$ cat src/rtl/dmaBankPkg.sv
package dmaBankPkg;
  localparam int DATA_W      = 32;
  localparam int LOOP_HI_OFS = 16;

  localparam logic [15:0] OFS_STOP    = 16'h0140;
  localparam logic [15:0] OFS_PEND    = 16'h0144;
  localparam logic [15:0] OFS_EN      = 16'h0148;
  localparam logic [15:0] OFS_EN_CLR  = 16'h014C;
  localparam logic [15:0] OFS_LOOP    = 16'h0150;
  localparam logic [15:0] OFS_LOOP_CLR = 16'h015C;

  typedef enum logic [1:0] {
    RD_ZERO = 2'd0,
    RD_PEND = 2'd1,
    RD_EN   = 2'd2,
    RD_LOOP = 2'd3
  } rdSel_e;

  typedef struct packed {
    logic   wrPend;
    logic   wrEn;
    logic   clrEn;
    logic   wrLoop;
    logic   clrLoop;
    logic   wrStop;
    rdSel_e rdSel;
  } bankStrobe_t;
endpackage

$ cat src/rtl/dmaBankDecode.sv
module dmaBankDecode
  import dmaBankPkg::*;
#(
  parameter int ADDR_W = 12
) (
  input  logic [ADDR_W-1:0] regAddr,
  input  logic              regWe,
  output bankStrobe_t       strobe
);
  function automatic logic hit(input logic [ADDR_W-1:0] a, input logic [15:0] ofs);
    return a == ofs[ADDR_W-1:0];
  endfunction

  logic isStop, isPend, isEn, isEnClr, isLoop, isLoopClr;

  always_comb begin
    isStop    = hit(regAddr, OFS_STOP);
    isPend    = hit(regAddr, OFS_PEND);
    isEn      = hit(regAddr, OFS_EN);
    isEnClr   = hit(regAddr, OFS_EN_CLR);
    isLoop    = hit(regAddr, OFS_LOOP);
    isLoopClr = hit(regAddr, OFS_LOOP_CLR);

    strobe.wrStop  = regWe & isStop;
    strobe.wrPend  = regWe & isPend;
    strobe.wrEn    = regWe & isEn;
    strobe.clrEn   = regWe & isEnClr;
    strobe.wrLoop  = regWe & isLoop;
    strobe.clrLoop = regWe & isLoopClr;

    if (isPend)                  strobe.rdSel = RD_PEND;
    else if (isEn || isEnClr)    strobe.rdSel = RD_EN;
    else if (isLoop || isLoopClr) strobe.rdSel = RD_LOOP;
    else                         strobe.rdSel = RD_ZERO;
  end
endmodule

$ cat src/rtl/dmaBankRegs.sv
module dmaBankRegs
  import dmaBankPkg::*;
#(
  parameter int NUM_CH = 16
) (
  input  logic              clk,
  input  logic              rst,
  input  bankStrobe_t       strobe,
  input  logic [DATA_W-1:0] wrData,
  input  logic [NUM_CH-1:0] chanDone,
  output logic [DATA_W-1:0] rdData,
  output logic              irqOut,
  output logic [NUM_CH-1:0] chanLoop,
  output logic [NUM_CH-1:0] chanStop,
  output logic [NUM_CH-1:0] pendVec,
  output logic [NUM_CH-1:0] enVec
);
  logic [NUM_CH-1:0] wrBits;
  logic [NUM_CH-1:0] wrBitsHi;
  logic [NUM_CH-1:0] pendQ, enQ, loopLoQ, loopHiQ, stopQ;
  logic              irqQ;
  logic [NUM_CH-1:0] pendClr, pendD, enD, loopLoD, loopHiD;

  assign wrBits   = wrData[NUM_CH-1:0];
  assign wrBitsHi = wrData[LOOP_HI_OFS +: NUM_CH];

  always_comb begin
    pendClr = strobe.wrPend ? wrBits : '0;
    pendD   = (pendQ & ~pendClr) | chanDone;

    enD = enQ;
    if (strobe.wrEn)       enD = wrBits;
    else if (strobe.clrEn) enD = enQ & ~wrBits;

    loopLoD = loopLoQ;
    loopHiD = loopHiQ;
    if (strobe.wrLoop) begin
      loopLoD = wrBits;
      loopHiD = wrBitsHi;
    end else if (strobe.clrLoop) begin
      loopLoD = loopLoQ & ~wrBits;
      loopHiD = loopHiQ & ~wrBitsHi;
    end
  end

  always_ff @(posedge clk) begin
    if (rst) begin
      pendQ   <= '0;
      enQ     <= '0;
      loopLoQ <= '0;
      loopHiQ <= '0;
      stopQ   <= '0;
      irqQ    <= 1'b0;
    end else begin
      pendQ   <= pendD;
      enQ     <= enD;
      loopLoQ <= loopLoD;
      loopHiQ <= loopHiD;
      stopQ   <= strobe.wrStop ? wrBits : '0;
      irqQ    <= |(pendQ & enQ);
    end
  end

  for (genvar ch = 0; ch < NUM_CH; ch++) begin : g_loopPair
    assign chanLoop[ch] = loopLoQ[ch] & loopHiQ[ch];
  end

  always_comb begin
    rdData = '0;
    unique case (strobe.rdSel)
      RD_PEND: rdData[NUM_CH-1:0] = pendQ;
      RD_EN:   rdData[NUM_CH-1:0] = enQ;
      RD_LOOP: begin
        rdData[NUM_CH-1:0]             = loopLoQ;
        rdData[LOOP_HI_OFS +: NUM_CH]  = loopHiQ;
      end
      default: rdData = '0;
    endcase
  end

  assign irqOut   = irqQ;
  assign chanStop = stopQ;
  assign pendVec  = pendQ;
  assign enVec    = enQ;
endmodule

$ cat src/rtl/dmaIrqLoopBank.sv
module dmaIrqLoopBank
  import dmaBankPkg::*;
#(
  parameter int NUM_CH = 16,
  parameter int ADDR_W = 12
) (
  input  logic              clk,
  input  logic              rst,
  input  logic [ADDR_W-1:0] regAddr,
  input  logic              regWe,
  input  logic [31:0]       regWdata,
  output logic [31:0]       regRdata,
  input  logic [NUM_CH-1:0] chanDone,
  output logic              irqOut,
  output logic [NUM_CH-1:0] chanLoop,
  output logic [NUM_CH-1:0] chanStop
);
  initial begin
    if (NUM_CH < 1 || NUM_CH > LOOP_HI_OFS) $error("NUM_CH must be 1..16");
    if (ADDR_W < 9) $error("ADDR_W too small for the register offsets");
  end

  bankStrobe_t       strobe;
  logic [NUM_CH-1:0] pendVec;
  logic [NUM_CH-1:0] enVec;

  dmaBankDecode #(.ADDR_W(ADDR_W)) u_decode (
    .regAddr (regAddr),
    .regWe   (regWe),
    .strobe  (strobe)
  );

  dmaBankRegs #(.NUM_CH(NUM_CH)) u_regs (
    .clk      (clk),
    .rst      (rst),
    .strobe   (strobe),
    .wrData   (regWdata),
    .chanDone (chanDone),
    .rdData   (regRdata),
    .irqOut   (irqOut),
    .chanLoop (chanLoop),
    .chanStop (chanStop),
    .pendVec  (pendVec),
    .enVec    (enVec)
  );
endmodule

$ cat config.mk
export PLATFORM = sky130hd
export DESIGN_NAME = dmaIrqLoopBank
export DESIGN_NICKNAME = d
export VERILOG_FILES = /design/src/rtl/dmaBankPkg.sv /design/src/rtl/dmaBankDecode.sv /design/src/rtl/dmaBankRegs.sv /design/src/rtl/dmaIrqLoopBank.sv
export SDC_FILE = /design/constraint.sdc
export NUM_CORES = 1
export LEC_CHECK = 0
export ABC_AREA = 0
export ABC_CLOCK_PERIOD_IN_PS = 5240
export CAP_MARGIN = 30
export CORE_UTILIZATION = 45
export CTS_CLUSTER_DIAMETER = 50
export DETAILED_ROUTE_END_ITERATION = 8
export DONT_BUFFER_PORTS = 1
export PLACE_DENSITY = 0.65
export SKIP_LAST_GASP = 1
export SLEW_MARGIN = 25
export SYNTH_ARGS = -nofsm -noshare
export SYNTH_HDL_FRONTEND = slang
export SYNTH_SLANG_ARGS = --single-unit
export TNS_END_PERCENT = 1
$ cat constraint.sdc
create_clock -name clk -period 5.24 [get_ports clk]
set_input_delay 0.786 -clock clk [delete_from_list [all_inputs] [get_ports clk]]
set_output_delay 0.786 -clock clk [all_outputs]
set_load 0.005 [all_outputs]
# After elaboration in Yosys (flattened, before gate mapping)
# Cells that the tools add are included.
dict set report word_totals {
  ff_bits 81
}
dict set report op_classes {
  eq_ne 9
  n_mux 12
  bitwise_logic 32
  n_reduce_logical 6
}
# cell count
set ops {}
lappend ops {{16-bit 2-to-1 mux} 8}
lappend ops {{16-bit bitwise AND} 5}
lappend ops {{12-bit by 9-bit == test with 1-bit output (second input constant)} 6}
lappend ops {{16-bit inverter} 3}
lappend ops {{16-bit case mux with 3 select lines} 1}
lappend ops {{1-bit bitwise AND} 22}
lappend ops {{16-bit OR} 1}
lappend ops {{16-bit OR reduction} 1}
lappend ops {{2-bit 2-to-1 mux} 3}
lappend ops {{2-bit == test (second input constant)} 2}
lappend ops {{2-bit nonzero test} 2}
lappend ops {{2-bit by 1-bit == test with 1-bit output (second input constant)} 1}
lappend ops {{1-bit logical OR} 2}
lappend ops {{2-bit OR reduction} 1}
lappend ops {{1-bit inverter} 1}

# Logic depth before layout (Yosys ltp)
# Gate-level depths: netlist of the first run.
dict set report depth {
  ltp_word 7
  mapped_depth 6
  depth_no_buf 4
}

# Modules after synthesis
# Synthesis of the first run repeated with hierarchy kept, for this count alone.
dict set report unflattened {
  hier_cells 470
  hier_area_um2 3940.0
}
# module n_inst cells_each area_per_inst_um2 seq_area_each_um2
set by_module_without_submodules {}
lappend by_module_without_submodules {dmaBankRegs 1 447 3732.3 1621.6}
lappend by_module_without_submodules {dmaBankDecode 1 23 207.7 0.0}

# Worst setup path after synthesis of the first run
# Ideal clock, no wire load.
dict set report synth_timing {
  path_type {input to output}
  start {input regAddr[7]}
  end {output regRdata[10]}
  arrival_ns 2.099
  t_required_ns 4.454
  slack_ns 2.355
  cell_stages 5
  path_cell_list {nor3b_1 > nand2_1 > nor3_1 > clkbuf_1 > o2bb2ai_1}
}
dict set report synth_via {
  elab_chain_len 7
  elab_cells_between_ends 14
  classes_between {eq/ne (8); mux (4); reduce/logical (2)}
}
# item line_no
set synth_lines {}
lappend synth_lines {{start: declaration} dmaIrqLoopBank.sv:9} ;# input logic [ADDR_W-1:0] regAddr,
lappend synth_lines {{12-bit by 9-bit == test with 1-bit output} dmaBankDecode.sv:11} ;# return a == ofs[ADDR_W-1:0];
lappend synth_lines {{1-bit logical OR} dmaBankDecode.sv:33} ;# else if (isLoop || isLoopClr) strobe.rdSel = RD_LOOP;
lappend synth_lines {{2-bit 2-to-1 mux} dmaBankDecode.sv:33}
lappend synth_lines {{2-bit 2-to-1 mux} dmaBankDecode.sv:32} ;# else if (isEn || isEnClr) strobe.rdSel = RD_EN;
lappend synth_lines {{2-bit 2-to-1 mux *} dmaBankDecode.sv:31} ;# if (isPend) strobe.rdSel = RD_PEND;
lappend synth_lines {{2-bit == test or 2-bit by 1-bit == test with 1-bit output (tied branches)} dmaBankRegs.sv:70} ;# unique case (strobe.rdSel)
lappend synth_lines {{16-bit case mux with 3 select lines *} dmaBankRegs.sv:70}
lappend synth_lines {{end: declaration} dmaIrqLoopBank.sv:12} ;# output logic [31:0] regRdata,
# Mark *: on every way between the ends. The rest lies on a longest branch, timed or not.

# Final worst setup path of the first run
dict set report layout_timing {
  start {input regAddr[7]}
  end {output regRdata[25]}
}
dict set report layout_via {
  elab_chain_len 7
  elab_cells_between_ends 12
  classes_between {eq/ne (6); mux (4); reduce/logical (2)}
}
# item line_no
set layout_lines {}
lappend layout_lines {{12-bit by 9-bit == test with 1-bit output} dmaBankDecode.sv:11}
lappend layout_lines {{1-bit logical OR} dmaBankDecode.sv:33}
lappend layout_lines {{2-bit 2-to-1 mux} dmaBankDecode.sv:33}
lappend layout_lines {{2-bit 2-to-1 mux} dmaBankDecode.sv:32}
lappend layout_lines {{2-bit 2-to-1 mux *} dmaBankDecode.sv:31}
lappend layout_lines {{2-bit == test *} dmaBankRegs.sv:70}
lappend layout_lines {{16-bit 2-to-1 mux *} dmaBankRegs.sv:70}
# Marks and branches as above.

==> run_results.csv, run 1 <==
group,metric,value,unit
status,status,"complete, no violations",
critical_path,crit_chain,"nor3b_1, nand2_1, nor3_2, buf_4, and2_1",
critical_path,critical-path-slowest-cell,"nor3_2",
clock_network,clk_latency,0.35,ns
sta,skew,0.00991,ns
drt,vias,3147,
sta,hold_viol,0,
die,die_area,8720,um^2
synth,yosysMostFrequentCell,"dfxtp_1",
critical_path,r2r_setup_slack,3.96,ns
sta,finalSetupViolations,0,
sta,worst_slack,1.92,ns
critical_path,crit_path_max_fanout,24,
grt,grt_start_max_net_pins,38,
job,drv_cap,0,
sta,setup_tns,0,ns
grt,antenna_found_initial,0,
sta,layout_min_cycle_time,3.32,ns
die,start_util,47.7,%
sta,worst_hold_slack,0.491,ns
synth,synth_cell_types,34,
clock_network,cts_buffers,9,
drt,remaining_drc_errors,0,
die,fp.dieW,93.4,um
sta,maxSlewHeadroom,47.4,%
sta,fmax,0.301,GHz
pwr,pwr-share-clk,43.1,%
critical_path,end_kind,"output pin",
cells_and_area,areaGrowthSynthToFinish,7.22,%
synth,synthTopCellsByArea,"dfxtp_1 (43%), a32o_1 (8.5%), and2_1 (8.0%)",
critical_path,worstReg2RegEnd,"u_regs.irqOut",
pwr,power.total,1170,uW
cells_and_area,fin_nets,482,
drt,firstDrtPassIters,5,
synth,synth-seq-cells,81,
cells_and_area,final_layout_size_suffix_gt1_share,7.08,%
critical_path,r2r-start,"u_regs.pendVec[9]",
placement,dp_hpwl,6960,um
pwr,leakage,0.00145,uW
sta,fin_crit_sh,63.4,%
worst_hold_path,min_from,"u_regs.enVec[4]",
critical_path,crit_path_max_incr_delay,0.55,ns
synth,synth_fp_nets,494,
grt,grtUsageTotal,23.6,%
clock_network,cts.repair.resized,0,
placement,gp_congestion,0.809,
clock_network,cts-root-buf,"clkbuf_8",
clock_network,path_clk_slew,0.09,ns
clock_network,cts_tree,"done",
critical_path,rr_worst_depth,4,
die,die_h,93.4,um
worst_hold_path,hold_path_depth,2,
synth,syn_avg_cell_area,8.72,um^2
drt,vias_per_cell,5.98,
clock_network,clkSinkCount,81,
pwr,p_sw,263,uW
synth,syn_area,3760,um^2
clock_network,postCtsHoldBufs,0,
sta,report.final.slew_viol_count,0,
grt,grt_overflow,0,
critical_path,worstSetupStartpointType,"primary input",
die,placeableCoreArea,7890,um^2
placement,place_ws,1.91,ns
die,num_rows,32,
synth,synth_edf_count,0,
drt,drtIter0Drc,177,
pwr,ir_drop,0.000131,V
drt,wl_per_cell,19.2,um
placement,portBuffers,0,
drt,postRouteWirelength,10100,um
pwr,p_per_area,291,nW/um^2
clock_network,htree_num_levels,3,
critical_path,cp-startpoint,"regAddr[7]",
cells_and_area,final_area,4030,um^2
worst_hold_path,hold_class,"reg -> reg",
synth,synth_top_area_cell,"dfxtp_1",
synth,yosys_warnings,0,
synth,async_flop_share,0,%
critical_path,crit_arrival,2.54,ns
placement,place_area,3810,um^2
synth,synth_top_area_share,43.1,%
pwr,internal_power,911,uW
die,ios,128,
synth,synthCells,431,
clock_network,post_cts_buffers,0,
worst_hold_path,hold_end,"u_regs.enVec[4]",
sta,rsz0062_at_grt,"no",
drt,ant_nets,0,
grt,grt_pass1_wl,15700,um
critical_path,worstPathRequired,4.45,ns
clock_network,clock_path_buffers,2,
pwr,p_seq_share,53.8,%
grt,grt_pass1_vias,2933,
cells_and_area,diodes,0,
sta,tightest_slew,0.787,ns
synth,synth_top_flop_cell,"dfxtp_1",
critical_path,worstSetupPathType,"in -> out",
pwr,sw_frac_of_total,22.4,%
synth,yosysSeqAreaShare,43.1,%
synth,synth_commonest_cells,"dfxtp_1 (81), nand2_1 (49), and2_1 (48)",
pwr,combPwrFrac,3.1,%
[worst max-delay path by stage]
stage                              end  depth (start not counted)
final                     regRdata[25]                          5
after global placement    regRdata[31]                          5
after CTS                 regRdata[28]                          5
after global routing      regRdata[21]                          5
after detailed placement  regRdata[28]                          5
after floorplan           regRdata[10]                          5
[critical path, delay by kind of cell]
| kind | cells | cell delay, ns |
|---|---|---|
| and+or+nand+nor | 4 | 1.38 |
| buffers and inverters | 1 | 0.35 |
[logic make-up (layout without fill, tap and decap cells)]
kind of cell | Yosys count | in the layout | synth area share (%)
and+or+nand+nor | 166 | 166 | 23.6
AOI/OAI and AO/OA | 122 | 122 | 26.1
DFF | 81 | 81 | 43.1
buffers and inverters | 61 | 54 | 6.89
xor gates and xnor gates | 1 | 1 | 0.233
[cell usage in the layout (no fill, tap or decap), types with 2 or more instances in the layout]
master      count
a21oi_1        31
clkinvlp_4      2
or3b_2          2
inv_1          32
nand3_1         2
a311oi_1       16
nor2_1         33
clkinv_4        2
dfxtp_1        81
a22o_1          3
buf_4           6
a22oi_1         3
bufinv_16       2
nor4_4          2
and2_1         48
o2bb2ai_1      32
nand2b_1       16
nand2_1        49
clkbuf_8        9
a221oi_1        3
nor4_2          2
nor3b_1         2
a32o_1         32
[registers in the layout, summed over array words and instances (netlist names)]
name             count
u_regs.chanStop     16
u_regs.enVec        16
u_regs.irqOut        1
u_regs.loopHiQ      16
u_regs.loopLoQ      16
u_regs.pendVec      16
[routing by layer]
metal,share of wire (%),track usage (%)
met4,2.6,11.0
met1,47,32.3
met5,0,0
met2,44,35.2
met3,6.9,5.20
[stage by stage]
step / utilization (%) / instances
final: 51.1 / 526
after global routing: 51.1 / 526
after CTS: 51.1 / 526
after detailed placement: 48.3 / 510
after global placement: 48.3 / 510
after floorplan: - / 431
[power groups by stage]
stage                     clock network, uW  logic, uW  registers, uW
after floorplan                           0       40.0            643
after global placement                    0       35.8            645
after detailed placement                  0       36.7            646
after CTS                               520       36.9            631
after global routing                    547       42.2            633
final                                   506       36.9            631
[layout make-up]
type | count | area [um^2]
inverters | 32 | 120
well taps | 102 | 128
multi-input cells | 289 | 1900
repair buffers | 6 | 45.0
clock inverters | 6 | 92.6
flip-flops and latches | 81 | 1620
clock buffers | 10 | 128
fillers | 741 | 3860
Note: power is estimated with default switching activity, not from simulation.
==> run 2: changes to the inputs <==
ABC_CLOCK_PERIOD_IN_PS = 2900   (was 5240)
PLACE_DENSITY = 0.67   (was 0.65)
clock period = 2.9 ns   (was 5.24 ns; I/O delays follow)
==> run 2 against run 1 <==
Clock skew down 0.0052 ns. Highest routed layer unchanged. Sequential power up 81%. Total power up 69%. Setup slack worse by 1.3 ns. Combinational power up 79%. Via count down 0.54%.
==> run_results.csv, run 2 (same netlist as run 1, synthesis figures left out) <==
group,metric,value,unit
status,status,"complete, no violations",
pwr,p_seq_share,57.4,%
clock_network,clock_path_buffers,2,
sta,hold_viol,0,
clock_network,postCtsHoldBufs,0,
cells_and_area,final_core_util,51.0,%
cells_and_area,fillCellCount,723,
job,drv_cap,0,
sta,fin_crit_sh,78.1,%
cells_and_area,fin_cells,530,
sta,worst_hold_slack,0.155,ns
critical_path,critical-path-slowest-cell,"nor3b_1",
pwr,internal_power,1540,uW
die,die_h,93.4,um
sta,maxSlewHeadroom,59.1,%
die,ios,128,
critical_path,worstSetupPathType,"in -> out",
critical_path,crit_chain,"nor3b_1, nand2_1, nor3_2, buf_4, o2bb2ai_1",
critical_path,worstSetupStartpointType,"primary input",
critical_path,cp.buffers_inverters,1,
sta,tightest_slew,0.613,ns
clock_network,cts_buffers,9,
sta,skew,0.00474,ns
cells_and_area,final_layout_size_suffix_gt1_share,7.48,%
cells_and_area,final_cell_mix,"dfxtp_1 (81), nand2_1 (49), and2_1 (48)",
drt,remaining_drc_errors,0,
placement,dp_hpwl,6910,um
clock_network,cts-root-buf,"clkbuf_8",
grt,grt_overflow,0,
cells_and_area,diodes,0,
cells_and_area,fin_nets,486,
clock_network,cts_tree,"done",
sta,rsz0062_at_grt,"no",
pwr,ir_drop,0.000253,V
placement,portBuffers,0,
sta,layout_min_cycle_time,2.26,ns
die,start_util,47.7,%
grt,grt_pass1_vias,2904,
clock_network,path_clk_slew,0.08,ns
die,num_rows,32,
pwr,power.total,1980,uW
critical_path,crit_path_max_fanout,24,
critical_path,crit_arrival,1.83,ns
drt,drtIter0Drc,281,
pwr,leakage,0.00146,uW
pwr,p_sw,441,uW
drt,wl_per_cell,18.6,um
clock_network,clkSinkCount,81,
sta,setup_tns,0,ns
cells_and_area,regArea,1620,um^2
critical_path,crit_family,"simple AND/OR/NAND/NOR gates",
critical_path,end_kind,"output pin",
die,placeableCoreArea,7890,um^2
grt,grt_start_max_net_pins,38,
cells_and_area,layout_commonest_cell,"dfxtp_1",
sta,fmax,0.442,GHz
grt,grtUsageTotal,23.3,%
clock_network,post_cts_buffers,0,
grt,grt_pass1_wl,15500,um
drt,vias_per_cell,5.91,
drt,firstDrtPassIters,5,
placement,gp_congestion,0.954,
die,fp.dieW,93.4,um
critical_path,worstPathRequired,2.47,ns
critical_path,crit_path_max_incr_delay,0.45,ns
cells_and_area,multiInputGateArea,1900,um^2
worst_hold_path,hold_class,"in -> reg",
clock_network,htree_num_levels,3,
grt,antenna_found_initial,0,
pwr,combPwrFrac,3.3,%
cells_and_area,areaGrowthSynthToFinish,7.09,%
drt,ant_nets,0,
pwr,pwr-share-clk,39.2,%
drt,vias,3130,
die,die_area,8720,um^2
sta,report.final.slew_viol_count,0,
pwr,sw_frac_of_total,22.2,%
sta,finalSetupViolations,0,
drt,postRouteWirelength,9840,um
placement,dp.cells,514,
clock_network,clk_latency,0.34,ns
pwr,p_per_area,493,nW/um^2
clock_network,cts.repair.resized,0,
==> run 2: changes by cell type in the layout (fill, tap and decap cells not counted) <==
cell        before  now
buf_4            6   10
bufinv_16        2    0
clkbuf_1         1    3
clkbuf_8         9   12
clkinv_4         2    1
clkinvlp_4       2    0
==> run 2: power groups by stage <==
stage                     combinational (uW)  clock, uW  sequential, uW
after floorplan                         72.3          0            1160
after global placement                  64.5          0            1170
after detailed placement                66.0          0            1170
after CTS                               66.2        800            1140
after global routing                    75.7        850            1140
final                                   66.2        779            1140
==> run 2: worst paths after layout <==
path	slack, ns	to	depth (start not counted)	start
setup reg to reg	1.63	u_regs.irqOut	4	u_regs.pendVec[9]
hold reg to reg	0.50	u_regs.enVec[6]	2	u_regs.enVec[6]
hold / removal	0.16	u_regs.pendVec[3]	1	rst
setup / recovery	0.64	regRdata[9]	5	regAddr[7]
==> run 2: routing by layer <==
metal | GRT usage (%) | up-vias | part of all wire, %
li1 | - | 1521 | -
met1 | 30.1 | 1471 | 45
met2 | 37.1 | 126 | 45
met3 | 7.15 | 12 | 7.9
met4 | 7.18 | 0 | 1.7
met5 | 0 | - | 0
==> run 2: cell type report <==
| cell class | count | share of cell area [%] |
|---|---|---|
| clock inverter | 1 | 0.218 |
| inverter | 32 | 2.98 |
| tap | 102 | 3.17 |
| sequential | 81 | 40.3 |
| multi-input combinational | 289 | 47.1 |
| clock buffer | 15 | 4.38 |
| timing repair buffer | 10 | 1.86 |
==> run 2: stage by stage <==
step	area [um^2]	worst slack (ns)
2_1_floorplan	3760	0.717
3_3_place_gp	3840	0.692
3_5_place_dp	3840	0.667
4_1_cts	4030	0.647
5_1_grt	4030	0.533
6_report	4030	0.636
==> run 2: worst reg2reg max path: stages, from the launching register on <==
cell      delay (ns)
dfxtp_1         0.33
a22o_1          0.23
a221oi_1        0.27
and3_1          0.22
a31oi_1         0.10
